## src/rtl/rx_polarity_fixer.sv

```systemverilog
module rx_polarity_fixer #(
  parameter int MIN_CYC  = 6,
  parameter int MAX_CYC  = 20,
  parameter int TAIL_CYC = 4,
  parameter int RUN_LEN  = 5
) (
  input  logic clk,
  input  logic rst_n,
  input  logic pos_lvl,
  input  logic neg_lvl,
  input  logic link_up,
  input  logic etd_valid,
  input  logic etd_rev,
  input  logic rx_raw,
  output logic rx_fixed,
  output logic invert,
  output logic lp_valid,
  output logic run_done
);
  localparam int WW = $clog2(MAX_CYC + 2);
  localparam int TW = $clog2(TAIL_CYC + 1);
  localparam int RW = $clog2(RUN_LEN + 1);

  typedef enum logic [1:0] {IDLE, MEAS, TAIL} st_t;

  st_t            st;
  logic [WW-1:0]  wcnt;
  logic [TW-1:0]  tcnt;
  logic           mneg;
  logic [RW-1:0]  run_cnt;
  logic           run_neg;
  logic           link_q;

  wire lvl_now    = mneg ? neg_lvl : pos_lvl;
  wire ends       = (st == MEAS) && !lvl_now;
  wire wide_ok    = (wcnt >= WW'(MIN_CYC)) && (wcnt <= WW'(MAX_CYC));
  wire qual       = ends && wide_ok;
  wire enter_pass = link_up && !link_q;
  wire enter_fail = !link_up && link_q;

  assign run_done = (run_cnt >= RW'(RUN_LEN));
  assign rx_fixed = rx_raw ^ invert;

  always_ff @(posedge clk or negedge rst_n) begin
    if (!rst_n) begin
      st   <= IDLE;
      wcnt <= '0;
      tcnt <= '0;
      mneg <= 1'b0;
    end else begin
      case (st)
        IDLE: if (pos_lvl || neg_lvl) begin
          st   <= MEAS;
          mneg <= !pos_lvl;
          wcnt <= WW'(1);
        end
        MEAS: if (lvl_now) begin
          if (wcnt != WW'(MAX_CYC + 1)) wcnt <= wcnt + 1'b1;
        end else begin
          st   <= TAIL;
          tcnt <= TW'(TAIL_CYC);
        end
        default: if (pos_lvl || neg_lvl) tcnt <= TW'(TAIL_CYC);
                 else if (tcnt == '0) st <= IDLE;
                 else tcnt <= tcnt - 1'b1;
      endcase
    end
  end

  always_ff @(posedge clk or negedge rst_n) begin
    if (!rst_n) begin
      run_cnt  <= '0;
      run_neg  <= 1'b0;
      link_q   <= 1'b0;
      invert   <= 1'b0;
      lp_valid <= 1'b0;
    end else begin
      link_q   <= link_up;
      lp_valid <= qual && (!link_up || (mneg == invert));
      if (enter_fail) run_cnt <= '0;
      else if (!link_up && qual) begin
        run_neg <= mneg;
        if (run_cnt == '0 || run_neg == mneg) begin
          if (run_cnt != RW'(RUN_LEN)) run_cnt <= run_cnt + 1'b1;
        end else run_cnt <= RW'(1);
      end
      if (enter_pass && run_done) invert <= run_neg;
      else if (link_up && link_q && etd_valid && etd_rev) invert <= !invert;
    end
  end

  assert_width_window_R1: assert property (@(posedge clk) disable iff (!rst_n)
    lp_valid |-> ($past(wcnt) >= WW'(MIN_CYC) && $past(wcnt) <= WW'(MAX_CYC)));

  assert_invert_source_R7: assert property (@(posedge clk) disable iff (!rst_n)
    !$stable(invert) |-> $past(link_up && (!link_q || etd_valid)));

  assert_run_bound_R4: assert property (@(posedge clk) disable iff (!rst_n)
    run_cnt <= RW'(RUN_LEN));

  assert_rearm_R9: assert property (@(posedge clk) disable iff (!rst_n)
    $fell(link_up) |=> (run_cnt == '0));

  assert_pass_filter_R6: assert property (@(posedge clk) disable iff (!rst_n)
    (lp_valid && $past(link_up)) |-> ($past(mneg) == $past(invert)));
endmodule

```

## config.mk

```make
export PLATFORM = sky130hd
export DESIGN_NAME = rx_polarity_fixer
export DESIGN_NICKNAME = d
export VERILOG_FILES = /design/src/rtl/rx_polarity_fixer.sv
export SDC_FILE = /design/constraint.sdc
export NUM_CORES = 1
export LEC_CHECK = 0
export ABC_AREA = 0
export CAP_MARGIN = 20
export CORE_ASPECT_RATIO = 0.5
export CORE_MARGIN = 4
export CORE_UTILIZATION = 35
export DETAILED_ROUTE_END_ITERATION = 10
export PLACE_DENSITY = 0.65
export SYNTH_ARGS = -nofsm -noshare
export SYNTH_HDL_FRONTEND = slang
export SYNTH_SLANG_ARGS = --single-unit
```

## constraint.sdc

```tcl
create_clock -name clk -period 1.7 [get_ports clk]
set_clock_uncertainty 0.1 [all_clocks]
set_input_delay 0.51 -clock clk [delete_from_list [all_inputs] [get_ports clk]]
set_output_delay 0.51 -clock clk [all_outputs]
set_load 0.1 [all_outputs]
```

* Word level (Yosys, flattened, before mapping)
Index checks and enable logic that the tools add are counted.
** Storage, ports and cells
- Bits in registers :: 18
- Input port bits :: 8
- Output and inout port bits :: 4
** Operators by class
- $add $sub $neg :: 3
- $lt $le $gt $ge :: 3
- Equality and inequality tests :: 12
- Muxes and demuxes :: 20
- Bitwise logic cells :: 3
- Reductions and logical operators :: 32
** Operators with widths (number)
- $mux 3 :: 7
- $mux 5 :: 3
- $logic_and 1x1->1 :: 11
- $pmux 5 s2 :: 1
- $mux 2 :: 4
- $reduce_and 4->1 :: 2
- $logic_not 3->1 :: 2
- $ne 2x2->1 const B :: 3
- $ne 3x2->1 const B :: 2
- $ne 3x3->1 const B :: 2
- $pmux 3 s2 :: 1
- $reduce_and 2->1 :: 3
- $reduce_bool 2->1 :: 3
- $add 5x1->5 const B :: 1
- $ge 5x3->1 const B :: 1
- $le 5x5->1 const B :: 1
- $logic_not 1->1 :: 5
- $ne 5x5->1 const B :: 1
- $pmux 2 s2 :: 1
- $add 3x1->3 const B :: 1
- $ge 3x3->1 const B :: 1
- $logic_or 1x1->1 :: 3
- $mux 1 :: 3
- $reduce_and 3->1 :: 1
- 8 further kinds :: 10

* Longest topological paths before layout
- Depth in word-level cells :: 7
- Gate-level depth with buffers :: 6
- Depth with buffers taken out :: 6

* Worst setup path after synthesis
No wires, ideal clock.
- Path type :: register to output
- From :: register invert
- To :: output rx_fixed
- Arrival time :: 2498 ps
- Required time :: 1090 ps
- Setup slack :: -1408 ps
- Cell stages (with the launch flop) :: 2
- Buffers on the path :: 0
- Path through :: dfrtp_1 > xor2_1
** Between the ends
- Word-level cells in the longest chain between the ends :: 1
** Ends and longest elaborated chain
- start: declaration :: line 16 : output logic invert,
- start signal: assignment :: line 87 : if (enter_pass && run_done) invert <= run_neg;
- start signal: assignment :: line 88 : else if (link_up && link_q && etd_valid && etd_rev) invert <= !invert;
- $xor 1x1->1 :: line 42 : assign rx_fixed = rx_raw ^ invert;
- end: declaration :: line 15 : output logic rx_fixed,
No other way between the ends.

* Worst setup path after layout
- From :: register run_cnt[0]
- To :: output run_done
** Between the ends
- Word-level cells in the longest chain between the ends :: 1
** Ends and longest elaborated chain
- start: declaration :: line 30 : logic [RW-1:0] run_cnt;
- start signal: assignment :: line 84 : if (run_cnt != RW'(RUN_LEN)) run_cnt <= run_cnt + 1'b1;
- $ge 3x3->1 :: line 41 : assign run_done = (run_cnt >= RW'(RUN_LEN));
- end: declaration :: line 18 : output logic run_done
No other way between the ends.

==> flow_summary.toml <==
[run_status]
status = "finished, violations left"
failed_checks = "negative setup slack"

[critical_path]
crit_slowest_cell = "dfrtp_1"
r2r_cells = 5
reg2reg_from = "mneg"
crit_chain = "buf_6 -> o31a_4 -> buf_12"
worstPathMaxFanout = 3
startpoint = "run_cnt[0]"
timing.critical_path.required_ps = 1090
start_kind = "flop"
critPathMaxStageDelay_ps = 420
worstSetupEndpointType = "output pin"
arrival_ps = 1330
critPathKind = "flop to output pin"

[grt]
grt_pass1_vias = 918
grt_pass1_wl_um = 4370
globalRouteTotalUtil = 0.129
overflow = 0
grt_use_met1 = 0.175
met3_usage = 0.0354
grt_max_degree = 19
grt_busiest_layer = "met2"
grt_antenna_before_repair = 0
use_met2 = 0.193

[logic_synthesis]
synth-seq-cells = 18
synth_top_area_frac = 0.387
yosysSeqAreaShare = 0.387
synth_flop_cell = "dfrtp_1"
synth_area_sq_um = 1160
ys_warn_count = 0
synth_fp_nets = 133
async_reset_ff_frac = 1.00
yosysUniqueCellTypes = 44
postSynthAreaPerCell_sq_um = 9.95
synth_area_leader_cell = "dfrtp_1"
syn_inst = 117
synth_area_leaders = "dfrtp_1 39%, ha_1 8.6%, inv_1 3.5%, nor2_1 2.9%, a21oi_1 2.6%"
synth_edf_count = 0

[cells_and_area]
fill_cells = 275
post-route-util = 0.527
drive_above_1_share = 0.329
nets = 166
n_antenna_cell = 0
stdcell_area_sq_um = 1620
final_cells = 189
area_growth_pct = 39.6

[timing]
relSlewSlack = 0.778
hold_viol = 0
setup_ws_ps = -236
slew_viol_final = 0
period_share = 1.14
rsz0062_at_grt = "yes"
finalCriticalPeriod_ps = 1940
setup_viol_count_final = 2
fmax_ghz = 0.517
worst_pin_slew_ps = 333

[clock_network]
cts_made_buffers = 3
cts.sinks = 18
cts.clk_slew.worst_paths_ps = 70
holdBufCountCts = 0
insertion_delay_ps = 260
htree_levels = 1
cts_tree = "built"
clockBufferDepth = 2
cts_root_buffer = "clkbuf_8"

[drt]
wl_um = 2500
ant_nets = 0
viasPerCell = 5.27
drtPass1Iterations = 4
drt-wirelength-per-cell_um = 13.2
route.detailed.drc = 0
vias = 996
drtIter0Drc = 35

[pwr]
cellLeakagePower_nw = 0.766
ir_drop_v = 0.000476
powerDensity_nw_per_um2 = 1290

[placement]
dp.cells = 180
port_buffers = 11
hpwl_um = 1800
gp_congestion = 0.807
placed_cell_area_sq_um = 1490

[floorplan]
die_h_um = 48.8
io_pins = 12
core_area_sq_um = 3080
die_area_sq_um = 4370
initial_core_util = 0.377
die_w_um = 89.5
core.rowCount = 14

[min_path]
hold_path.class = "primary input to flop"
hold-path-cell-count = 2
hold_path_startpoint = "pos_lvl"

[job]
cap_violations = 0
[final cells by class]
type	instances	area (sq um)	area share
Inverter	11	41.3	0.0254
Multi-Input combinational cell	84	716	0.441
Timing Repair Buffer	32	307	0.189
Sequential cell	18	455	0.280
Tap cell	40	50.0	0.0308
Clock buffer	4	55.1	0.0339
[report_power, final]
| group | switching (mW) | total (mW) | internal, mW |
|---|---|---|---|
| registers | 0.124 | 0.686 | 0.562 |
| clock network | 0.151 | 0.357 | 0.206 |
| logic | 0.558 | 1.05 | 0.492 |
| total | 0.833 | 2.09 | 1.26 |
[final timing paths]
path / slack (ps) / to
setup / recovery: -240 / run_done
min in group asynchronous: 480 / wcnt[2]
hold / removal: 400 / mneg
hold reg to reg: 430 / tcnt[0]
setup reg to reg: 60 / run_cnt[0]
max in group asynchronous: 800 / invert
[cell usage after synthesis, drive strengths merged, types with 2 or more instances]
library cell,n
xnor2,2
clkbuf,2
dfrtp,18
a21oi,6
a31oi,4
ha,8
o21ai,7
nand3,3
nor3b,2
inv,11
nor2,9
a2bb2oi,2
xor2,3
nand2,5
o221a,2
mux2i,4
a41o,2
nand4,2
nor2b,3
buf,2
[worst max-delay path: cells and delay by family (launching register included)]
family | cells | cell delay, ps
flops | 1 | 420
compound gates | 1 | 340
buf+inv | 2 | 310
[flip-flops by register name (all words and copies together), names as in the netlist]
register and cells:
invert 1, mneg 1, run_cnt 3, wcnt 5, link_q 1, run_neg 1
st 2, lp_valid 1, tcnt 3
[cell usage in the layout (no fill, tap or decap), drive strengths merged, types with 2 or more instances in the layout]
cell,instances
a21oi,6
a2bb2oi,2
a31oi,4
a41o,2
buf,25
clkbuf,6
clkdlybuf4s50,3
dfrtp,18
ha,8
inv,11
mux2i,4
nand2,5
nand3,3
nand4,2
nor2,9
nor2b,3
nor3b,2
o21ai,7
o221a,2
xnor2,2
xor2,3
[timing repair]
action                                  in CTS  in global routing
setup buffers                                1                  4
gates cloned                                 0                  0
resized for setup                            7                 14
endpoints found under the setup margin      17                  8
endpoints found under the hold margin        0                  0
pin swaps                                    1                  5
[logic make-up (layout without fill, tap and decap cells)]
group,after synthesis,in the layout,synth area share
and+or+nand+nor,32,32,0.152
AOI/OAI and AO/OA,34,34,0.227
buffers and inverters,15,47,0.0559
adders and majority gates,8,8,0.0860
muxes,5,5,0.0548
xor gates and xnor gates,5,5,0.0376
DFF,18,18,0.387
[per-layer routing]
layer / part of all wire / vias up / wire length, um
met5: 0 / - / 0
met4: 0.018 / 0 / 46
met3: 0.038 / 5 / 96
met2: 0.47 / 17 / 1180
met1: 0.47 / 480 / 1180
li1: - / 494 / -
[stage by stage]
step | worst slack (ps) | setup TNS (ps) | hold slack (ps) | power (mW)
CTS | -241 | -338 | 436 | 2.07
detailed placement | -435 | -5990 | 433 | 1.67
floorplan | -170 | -170 | 114 | 1.34
finish | -236 | -304 | 402 | 2.09
global route | -276 | -453 | 398 | 2.27
global placement | -417 | -5770 | 415 | 1.64
(Power assumes the default switching activity.)
